`src/rtl/ift_pkg.sv`:
```
// Shared types for the instruction fetch translator.
// Assumes: fault code values are seen by the consumer of rsp_fault.
package ift_pkg;

    // Fault codes reported with every result
    typedef enum logic [1:0] {
        FLT_NONE      = 2'd0,
        FLT_MCHK      = 2'd1,
        FLT_UNC_FETCH = 2'd2,
        FLT_MISS      = 2'd3
    } ift_fault_e;

    // Route that produced the raw address
    typedef enum logic [1:0] {
        SRC_PRIV = 2'd0,
        SRC_PHYS = 2'd1,
        SRC_TLB  = 2'd2
    } ift_src_e;

endpackage

```
`src/rtl/ift_select.sv`:
```
// Chooses the route for a fetch and forms the raw (unchecked) address.
// Privileged fetches are marked by bit 0; physical mode passes the
// address through; otherwise the lookup page number is spliced in.
// Assumes: PPN_W + PAGE_BITS == VA_W.
module ift_select
    import ift_pkg::*;
#(
    parameter int VA_W      = 48,
    parameter int PAGE_BITS = 13,
    parameter int PPN_W     = VA_W - PAGE_BITS
) (
    input  logic [VA_W-1:0]  fetch_va,
    input  logic             phys_mode,
    input  logic             full_sys,
    input  logic             tlb_hit,
    input  logic [PPN_W-1:0] tlb_ppn,
    output logic [VA_W-1:0]  raw_addr,
    output ift_src_e         src,
    output logic             miss,
    output logic             phys_used
);

    logic priv_pc;
    assign priv_pc = fetch_va[0];

    // Route selection and raw address formation
    always_comb begin
        raw_addr  = '0;
        src       = SRC_TLB;
        miss      = 1'b0;
        phys_used = 1'b0;
        if (priv_pc) begin
            raw_addr  = {fetch_va[VA_W-1:1], 1'b0};
            src       = SRC_PRIV;
            phys_used = full_sys;
        end else if (phys_mode) begin
            raw_addr  = fetch_va;
            src       = SRC_PHYS;
            phys_used = 1'b1;
        end else begin
            src  = SRC_TLB;
            miss = !tlb_hit;
            if (tlb_hit) begin
                raw_addr = {tlb_ppn, fetch_va[PAGE_BITS-1:0]};
            end
        end
    end

endmodule

```
`src/rtl/ift_check.sv`:
```
// Applies the implemented-range and cacheability checks to a raw
// address and picks the fault code (machine check before uncached
// fetch). Privileged fetches skip both checks.
// Assumes: UNC_HI, UNC_LO, CLR_HI, CLR_LO all lie below PA_W.
module ift_check
    import ift_pkg::*;
#(
    parameter int              VA_W      = 48,
    parameter int              PA_W      = 44,
    parameter logic [VA_W-1:0] IMPL_MASK = {{(VA_W-PA_W){1'b0}}, {PA_W{1'b1}}},
    parameter int              UNC_LO    = 39,
    parameter int              UNC_HI    = 40,
    parameter int              CLR_LO    = 35,
    parameter int              CLR_HI    = 42
) (
    input  logic [VA_W-1:0] raw_addr,
    input  ift_src_e        src,
    input  logic            miss,
    output logic [PA_W-1:0] pa,
    output logic            uncached,
    output ift_fault_e      fault
);

    logic [PA_W-1:0] clr_mask;
    logic            out_of_range;
    logic            in_unc_window;

    // Build the mask of bits cleared on an uncacheable address
    always_comb begin
        for (int i = 0; i < PA_W; i++) begin
            clr_mask[i] = (i >= CLR_LO) && (i <= CLR_HI);
        end
    end

    // Range and window detection
    assign out_of_range  = |(raw_addr & ~IMPL_MASK);
    assign in_unc_window = raw_addr[UNC_LO] | raw_addr[UNC_HI];

    // Fault priority and final address
    always_comb begin
        pa       = raw_addr[PA_W-1:0];
        uncached = 1'b0;
        fault    = FLT_NONE;
        if (src == SRC_PRIV) begin
            fault = FLT_NONE;
        end else if (miss) begin
            pa    = '0;
            fault = FLT_MISS;
        end else if (out_of_range) begin
            fault = FLT_MCHK;
        end else if (in_unc_window) begin
            uncached = 1'b1;
            pa       = raw_addr[PA_W-1:0] & ~clr_mask;
            fault    = FLT_UNC_FETCH;
        end
    end

endmodule

```
`src/rtl/ift_translator.sv`:
```
// Top of the fetch translator: combinational route select and checks,
// then one register stage. Results are valid one cycle after req_valid.
// Assumes: request inputs are 2-state while req_valid is high.
module ift_translator
    import ift_pkg::*;
#(
    parameter int VA_W      = 48,
    parameter int PA_W      = 44,
    parameter int PAGE_BITS = 13,
    parameter int PPN_W     = VA_W - PAGE_BITS
) (
    input  logic             clk,
    input  logic             rst_n,
    input  logic             req_valid,
    input  logic [VA_W-1:0]  fetch_va,
    input  logic             phys_mode,
    input  logic             full_sys,
    input  logic             tlb_hit,
    input  logic [PPN_W-1:0] tlb_ppn,
    output logic             rsp_valid,
    output logic [PA_W-1:0]  rsp_pa,
    output logic             rsp_uncached,
    output logic [1:0]       rsp_fault,
    output logic             rsp_phys
);

    localparam logic [VA_W-1:0] IMPL_MASK = {{(VA_W-PA_W){1'b0}}, {PA_W{1'b1}}};

    logic [VA_W-1:0] raw_addr;
    ift_src_e        src;
    logic            miss;
    logic            phys_used;
    logic [PA_W-1:0] pa_c;
    logic            unc_c;
    ift_fault_e      fault_c;

    ift_select #(
        .VA_W(VA_W), .PAGE_BITS(PAGE_BITS), .PPN_W(PPN_W)
    ) u_select (
        .fetch_va (fetch_va),
        .phys_mode(phys_mode),
        .full_sys (full_sys),
        .tlb_hit  (tlb_hit),
        .tlb_ppn  (tlb_ppn),
        .raw_addr (raw_addr),
        .src      (src),
        .miss     (miss),
        .phys_used(phys_used)
    );

    ift_check #(
        .VA_W(VA_W), .PA_W(PA_W), .IMPL_MASK(IMPL_MASK)
    ) u_check (
        .raw_addr(raw_addr),
        .src     (src),
        .miss    (miss),
        .pa      (pa_c),
        .uncached(unc_c),
        .fault   (fault_c)
    );

    // Result register, loaded on each request strobe
    always_ff @(posedge clk) begin
        if (!rst_n) begin
            rsp_valid    <= 1'b0;
            rsp_pa       <= '0;
            rsp_uncached <= 1'b0;
            rsp_fault    <= FLT_NONE;
            rsp_phys     <= 1'b0;
        end else begin
            rsp_valid <= req_valid;
            if (req_valid) begin
                rsp_pa       <= pa_c;
                rsp_uncached <= unc_c;
                rsp_fault    <= fault_c;
                rsp_phys     <= phys_used;
            end
        end
    end


    valid_follows_req_chk: assert property (@(posedge clk) disable iff (!rst_n)
        req_valid |=> rsp_valid);

    idle_no_valid_chk: assert property (@(posedge clk) disable iff (!rst_n)
        !req_valid |=> !rsp_valid);

    priv_no_fault_chk: assert property (@(posedge clk) disable iff (!rst_n)
        (req_valid && fetch_va[0]) |=>
            (rsp_fault == FLT_NONE) && !rsp_uncached && !rsp_pa[0]);

    miss_code_chk: assert property (@(posedge clk) disable iff (!rst_n)
        (req_valid && !fetch_va[0] && !phys_mode && !tlb_hit) |=>
            (rsp_fault == FLT_MISS) && (rsp_pa == '0));

    unc_fault_clears_chk: assert property (@(posedge clk) disable iff (!rst_n)
        (rsp_valid && rsp_fault == FLT_UNC_FETCH) |->
            rsp_uncached && (rsp_pa[42:35] == 8'd0));

    phys_passthru_chk: assert property (@(posedge clk) disable iff (!rst_n)
        (req_valid && !fetch_va[0] && phys_mode && fetch_va[VA_W-1:PA_W] == '0
         && !fetch_va[39] && !fetch_va[40]) |=>
            (rsp_pa == $past(fetch_va[PA_W-1:0])) && (rsp_fault == FLT_NONE));

    mchk_first_chk: assert property (@(posedge clk) disable iff (!rst_n)
        (req_valid && !fetch_va[0] && phys_mode && fetch_va[VA_W-1:PA_W] != '0) |=>
            (rsp_fault == FLT_MCHK) && !rsp_uncached);

endmodule

```
`config.mk`:
```
export PLATFORM = sky130hd
export DESIGN_NAME = ift_translator
export DESIGN_NICKNAME = d
export VERILOG_FILES = /design/src/rtl/ift_pkg.sv /design/src/rtl/ift_select.sv /design/src/rtl/ift_check.sv /design/src/rtl/ift_translator.sv
export SDC_FILE = /design/constraint.sdc
export NUM_CORES = 1
export LEC_CHECK = 0
export CAP_MARGIN = 20
export CORE_ASPECT_RATIO = 1.1
export CORE_UTILIZATION = 37
export DETAILED_ROUTE_END_ITERATION = 6
export GPL_ROUTABILITY_DRIVEN = 0
export MAX_ROUTING_LAYER = met4
export PLACE_DENSITY = 0.87
export SLEW_MARGIN = 25
export SYNTH_ARGS = -nofsm -noshare
export SYNTH_HDL_FRONTEND = slang
export SYNTH_SLANG_ARGS = --single-unit
```
`constraint.sdc`:
```
create_clock -name clk -period 1.83 [get_ports clk]
set_clock_uncertainty 0.05 [all_clocks]
set_input_delay 0.549 -clock clk [delete_from_list [all_inputs] [get_ports clk]]
set_output_delay 0.549 -clock clk [all_outputs]
set_load 0.05 [all_outputs]
```
==> impl_metrics.json, run 1 <==
{
  "fin_setup_tns_ps": 0,
  "synth_top_area_share_pct": 44.0,
  "crit_path_end_kind": "register",
  "synthToLayoutAreaGrowth_pct": 73.6,
  "yosys.area.top_type": "dfxtp_1",
  "die_w_um": 75.3,
  "whs_ps": 429,
  "seq_area_frac_synth_pct": 44.0,
  "drive_gt1_share_pct": 20.6,
  "wire_per_inst_um": 14.6,
  "coreArea_um2": 5540,
  "rsz0062_at_grt": "no",
  "setup_ws_ps": 16.1,
  "synth_cell_types": 27,
  "ir_worst_vdd_mv": 0.390,
  "critPathKind": "in2reg",
  "ys_ff_latch": 48,
  "antenna_found_initial": 0,
  "power_density_nw_per_um2": 728,
  "fin_cells": 473,
  "vias": 2400,
  "port_buffers": 136,
  "ys_top_cells_by_area": "dfxtp_1 (44%), nand3_1 (12%), o211a_1 (11%)",
  "cts_htree_levels": 2,
  "synth_ff_type": "dfxtp_1",
  "synthArstFlopShare_pct": 0,
  "grt_overflow": 0,
  "dp_cells": 465,
  "setup_violations": 0,
  "path_cells": "clkdlybuf4s50_1, or4_4, nor2_4, o21ai_4, a32o_1",
  "root_buffer": "clkbuf_8",
  "cp_data_arrival_time_ps": 1970,
  "antenna_cells": 0,
  "period_share_pct": 99.1,
  "grt_pass1_vias": 2280,
  "dpl.hpwl_um": 5070,
  "fillCellCount": 477,
  "syn_avg_cell_area_um2": 8.27,
  "final_cell_area_um2": 3790,
  "track_usage_pct": 22.9,
  "postRouteAntennaNets": 0,
  "worst_path_largest_cell_delay_ps": 540,
  "dieArea_um2": 6220,
  "cts_tree": "yes",
  "initial_core_util_pct": 39.5,
  "synth_nets": 353,
  "r2r_cells": 2,
  "path_max_fanout": 8,
  "whs_path_depth": 1,
  "cts_buffers": 5,
  "grt_max_degree": 33,
  "synthCells": 264,
  "status": "finished, final reports clean",
  "crit_required_ps": 1980,
  "drt_wl_total_um": 6880,
  "drtIter0Drc": 123,
  "final-hold-violation-count": 0,
  "drv_cap": 0,
  "crit_slowest_cell": "or4_4",
  "cts_setup_buffers": 0,
  "grt_pass1_wl_um": 10500,
  "syn_area_um2": 2180,
  "slew_violations": 0,
  "synthTopCellsByCount": "nand3_1 (52), dfxtp_1 (48), nand2_1 (41)",
  "first_pass_iters": 4,
  "row_count": 28,
  "fmax_mhz": 551,
  "die_h_um": 82.6,
  "place_ws_ps": -414,
  "pin_count": 138,
  "clockBufferDepth": 2,
  "synth_most_common_cell": "nand3_1",
  "final_nets": 486,
  "ys_warn_count": 0,
  "period_minus_slack_ps": 1810,
  "crit_path_start_kind": "primary input",
  "worstSkewPairLatency_ps": 300,
  "hp-class": "reg2reg",
  "leakage_nw": 1.76,
  "cts_sinks": 48,
  "synth_edf_count": 0,
  "drc": 0,
  "viasPerCell": 5.07,
  "path_clk_slew_ps": 90,
  "place_area_um2": 3660
}
==> cell usage in the layout, fill, tap and decap left out, types with 2 or more instances in the layout <==
cell type | netlist | routed
a21oi_1 | 15 | 15
a32o_1 | 6 | 6
and3_1 | 2 | 2
buf_12 | 0 | 10
buf_4 | 1 | 54
clkbuf_8 | 0 | 5
clkdlybuf4s50_1 | 0 | 83
dfxtp_1 | 48 | 48
dlygate4sd2_1 | 0 | 4
nand2_1 | 41 | 41
nand3_1 | 52 | 52
nor2b_1 | 27 | 26
o211a_1 | 24 | 24
o21a_1 | 3 | 2
o21ai_0 | 6 | 6
or4_4 | 1 | 2
==> critical path, delay by kind of cell <==
family          cells  cell delay [ps]
compound gates      2              360
buf+inv             1              400
simple gates        2              660
==> stage by stage <==
step           power, mW  utilization (%)
3_5_place_dp        2.01             66.0
2_1_floorplan       1.60                -
5_1_grt             2.88             68.5
4_1_cts             2.78             68.5
3_3_place_gp        2.00             66.0
6_report            2.76             68.5
==> routing by layer <==
metal	share of wire [%]	track usage [%]	wire length, um
met5	0	-	0
met4	0.60	5.56	41
met3	6.3	5.22	436
met2	51	40.7	3530
met1	42	26.0	2880
==> state kept, by name (all words and copies together), names as in the netlist <==
signal,cells
rsp_fault,2
rsp_pa,43
rsp_phys,1
rsp_uncached,1
rsp_valid,1
==> worst paths after layout <==
kind	slack [ps]	end	from
worst max-delay path	20	rsp_pa[41]	fetch_va[45]
worst max register to register	1020	rsp_fault[0]	rsp_fault[0]
worst min register to register	430	rsp_pa[36]	rsp_pa[36]
worst min-delay path	430	rsp_pa[36]	rsp_pa[36]
==> report_power, final <==
group,internal [mW],switching [mW]
Sequential,1.11,0.0424
Combinational,0.390,0.444
Clock,0.405,0.366
==> logic make-up (layout without fill, tap and decap cells) <==
group	count (synthesis)	count (layout)	synth area share, %
other	1	1	0.172
AO/OA/AOI/OAI	58	58	21.2
buffers and inverters	27	161	5.04
AND/OR/NAND/NOR	130	130	29.6
flip-flops	48	48	44.0
==> repair_timing <==
action | CTS | global route
endpoints found under the setup margin | 9 | 0
hold buffers | 0 | 0
resized for setup | 11 | 0
==> layout make-up <==
type / count / area [um^2] / share of cell area, %
Clock buffer: 5 / 68.8 / 1.81
Timing Repair Buffer: 152 / 1480 / 38.9
Sequential cell: 48 / 961 / 25.3
Clock inverter: 3 / 42.5 / 1.12
Tap cell: 75 / 93.8 / 2.47
Multi-Input combinational cell: 189 / 1150 / 30.2
Inverter: 1 / 3.75 / 0.0990
Power figures use the tool's default switching activity.
==> run 2, diff against run 1 <==
--- a/config.mk
+++ b/config.mk
@@ -7,11 +7,13 @@
 export LEC_CHECK = 0
 export CAP_MARGIN = 20
 export CORE_ASPECT_RATIO = 1.1
-export CORE_UTILIZATION = 37
+export CORE_UTILIZATION = 45
 export DETAILED_ROUTE_END_ITERATION = 6
+export DONT_BUFFER_PORTS = 1
 export GPL_ROUTABILITY_DRIVEN = 0
+export GPL_TIMING_DRIVEN = 1
 export MAX_ROUTING_LAYER = met4
-export PLACE_DENSITY = 0.87
+export PLACE_DENSITY = 0.66
 export SLEW_MARGIN = 25
 export SYNTH_ARGS = -nofsm -noshare
 export SYNTH_HDL_FRONTEND = slang
==> run 2 against run 1 <==
  * Maximum frequency rose by 17%
  * Combinational power fell by 77%
  * Count of clock-buffer cells in the layout unchanged
  * Sequential share of layout area grew 17 points
==> impl_metrics.json, run 2 (synthesized netlist as in run 1, its figures left out) <==
{
  "status": "finished, final reports clean",
  "clockBufferDepth": 2,
  "min_from": "rst_n",
  "cts_sinks": 48,
  "min_to": "rsp_pa[4]",
  "crit_required_ps": 1230,
  "leakage_nw": 1.06,
  "fillCellCount": 465,
  "ir_worst_vdd_mv": 0.601,
  "cts_tree": "yes",
  "p_switching_uw": 712,
  "drc": 0,
  "die_h_um": 75.1,
  "pwr-share-comb_pct": 8.8,
  "reg2reg_to": "rsp_pa[6]",
  "max_slew_margin_pct": 61.1,
  "largest_reg_flops": 43,
  "reg.largest.list": "rsp_pa: 43 flops, rsp_fault: 2 flops",
  "final_cell_mix": "nand3_1 (52), dfxtp_1 (48), nand2_1 (41)",
  "viasPerCell": 5.81,
  "track_usage_pct": 19.2,
  "grt_overflow": 0,
  "power_density_nw_per_um2": 962,
  "first_pass_iters": 4,
  "grt_pass1_vias": 1549,
  "fin_setup_tns_ps": 0,
  "antenna_found_initial": 0,
  "antenna_cells": 0,
  "cts_buffers": 5,
  "worstSkewPairLatency_ps": 290,
  "cts_htree_levels": 2,
  "regToRegSetupSlack_ps": 690,
  "pin_count": 138,
  "initial_core_util_pct": 47.0,
  "final_nets": 339,
  "critPathKind": "reg2out",
  "worst_slew_pin_slew_ps": 582,
  "r2r_cells": 3,
  "r2r-start": "rsp_pa[6]",
  "crit_path_start_kind": "register",
  "period_share_pct": 85.0,
  "place_area_um2": 2190,
  "swShare_pct": 32.5,
  "top_register": "rsp_pa",
  "rsz0062_at_grt": "no",
  "drt_wl_total_um": 4950,
  "die_w_um": 68.4,
  "fmax_mhz": 643,
  "row_count": 26,
  "final-hold-violation-count": 0,
  "coreArea_um2": 4650,
  "port_buffers": 0,
  "p_int_mw": 1.48,
  "holdBufCountCts": 0,
  "final_cell_area_um2": 2280,
  "drtIter0Drc": 101,
  "postRouteAntennaNets": 0,
  "fin_cells": 307,
  "setup_violations": 0,
  "p_total_mw": 2.19,
  "dpl.hpwl_um": 3400,
  "grt_max_degree": 67,
  "dp_cells": 299,
  "drive_gt1_share_pct": 7.17,
  "grt_pass1_wl_um": 7070,
  "cts_resized": 0,
  "final_common_cell": "nand3_1",
  "clkPwrFrac_pct": 27.9,
  "wire_per_inst_um": 16.1,
  "dieArea_um2": 5140,
  "cts_setup_buffers": 0,
  "cp_data_arrival_time_ps": 960,
  "path_clk_slew_ps": 90,
  "slew_violations": 0,
  "whs_path_depth": 1,
  "startpoint": "rsp_pa[26]",
  "vias": 1784,
  "root_buffer": "clkbuf_8",
  "hp-class": "in2reg",
  "path_max_fanout": 2,
  "drv_cap": 0,
  "period_minus_slack_ps": 1560,
  "pwr-share-seq_pct": 63.4,
  "crit_path_end_kind": "output port",
  "synthToLayoutAreaGrowth_pct": 4.18
}
==> run 2: final cells by class <==
cell class / count / area [um^2] / share of cell area [%]
inverter: 1 / 3.75 / 0.165
clock buffer: 5 / 68.8 / 3.02
sequential: 48 / 961 / 42.2
multi-input combinational: 189 / 1120 / 49.0
tap: 56 / 70.1 / 3.08
timing repair buffer: 5 / 37.5 / 1.65
clock inverter: 3 / 18.8 / 0.825
==> run 2: through the flow <==
step                      hold WS, ps  worst slack [ps]  util [%]
after floorplan                   623              89.6         -
after global placement            625              21.5      47.0
after detailed placement          627             -4.97      47.0
after CTS                         318               246      48.9
after global routing              307               223      48.9
final                             333               274      48.9
==> run 2: power groups by stage <==
| stage | Combinational [mW] | Clock (mW) | Sequential, mW |
|---|---|---|---|
| after floorplan | 0.202 | 0 | 1.40 |
| after CTS | 0.196 | 0.642 | 1.39 |
| after global routing | 0.223 | 0.681 | 1.40 |
| after detailed placement | 0.195 | 0 | 1.41 |
| final | 0.192 | 0.610 | 1.39 |
| after global placement | 0.191 | 0 | 1.41 |
==> run 2: worst max path at each step <==
stage | endpoint | slack [ps] | depth (start not counted)
after floorplan | rsp_pa[35] | 90 | 4
after global placement | rsp_pa[37] | 20 | 4
after detailed placement | rsp_pa[41] | -5 | 4
after CTS | rsp_fault[1] | 250 | 0
after global routing | rsp_pa[34] | 220 | 0
final | rsp_pa[26] | 270 | 0
==> run 2: layer usage <==
layer | routed length (um) | global-route usage (%) | part of all wire (%) | vias up
li1 | - | - | - | 892
met1 | 2120 | 20.7 | 43 | 793
met2 | 2340 | 32.9 | 47 | 93
met3 | 433 | 6.06 | 8.7 | 6
met4 | 61 | 6.71 | 1.2 | 0
met5 | 0 | - | 0 | -
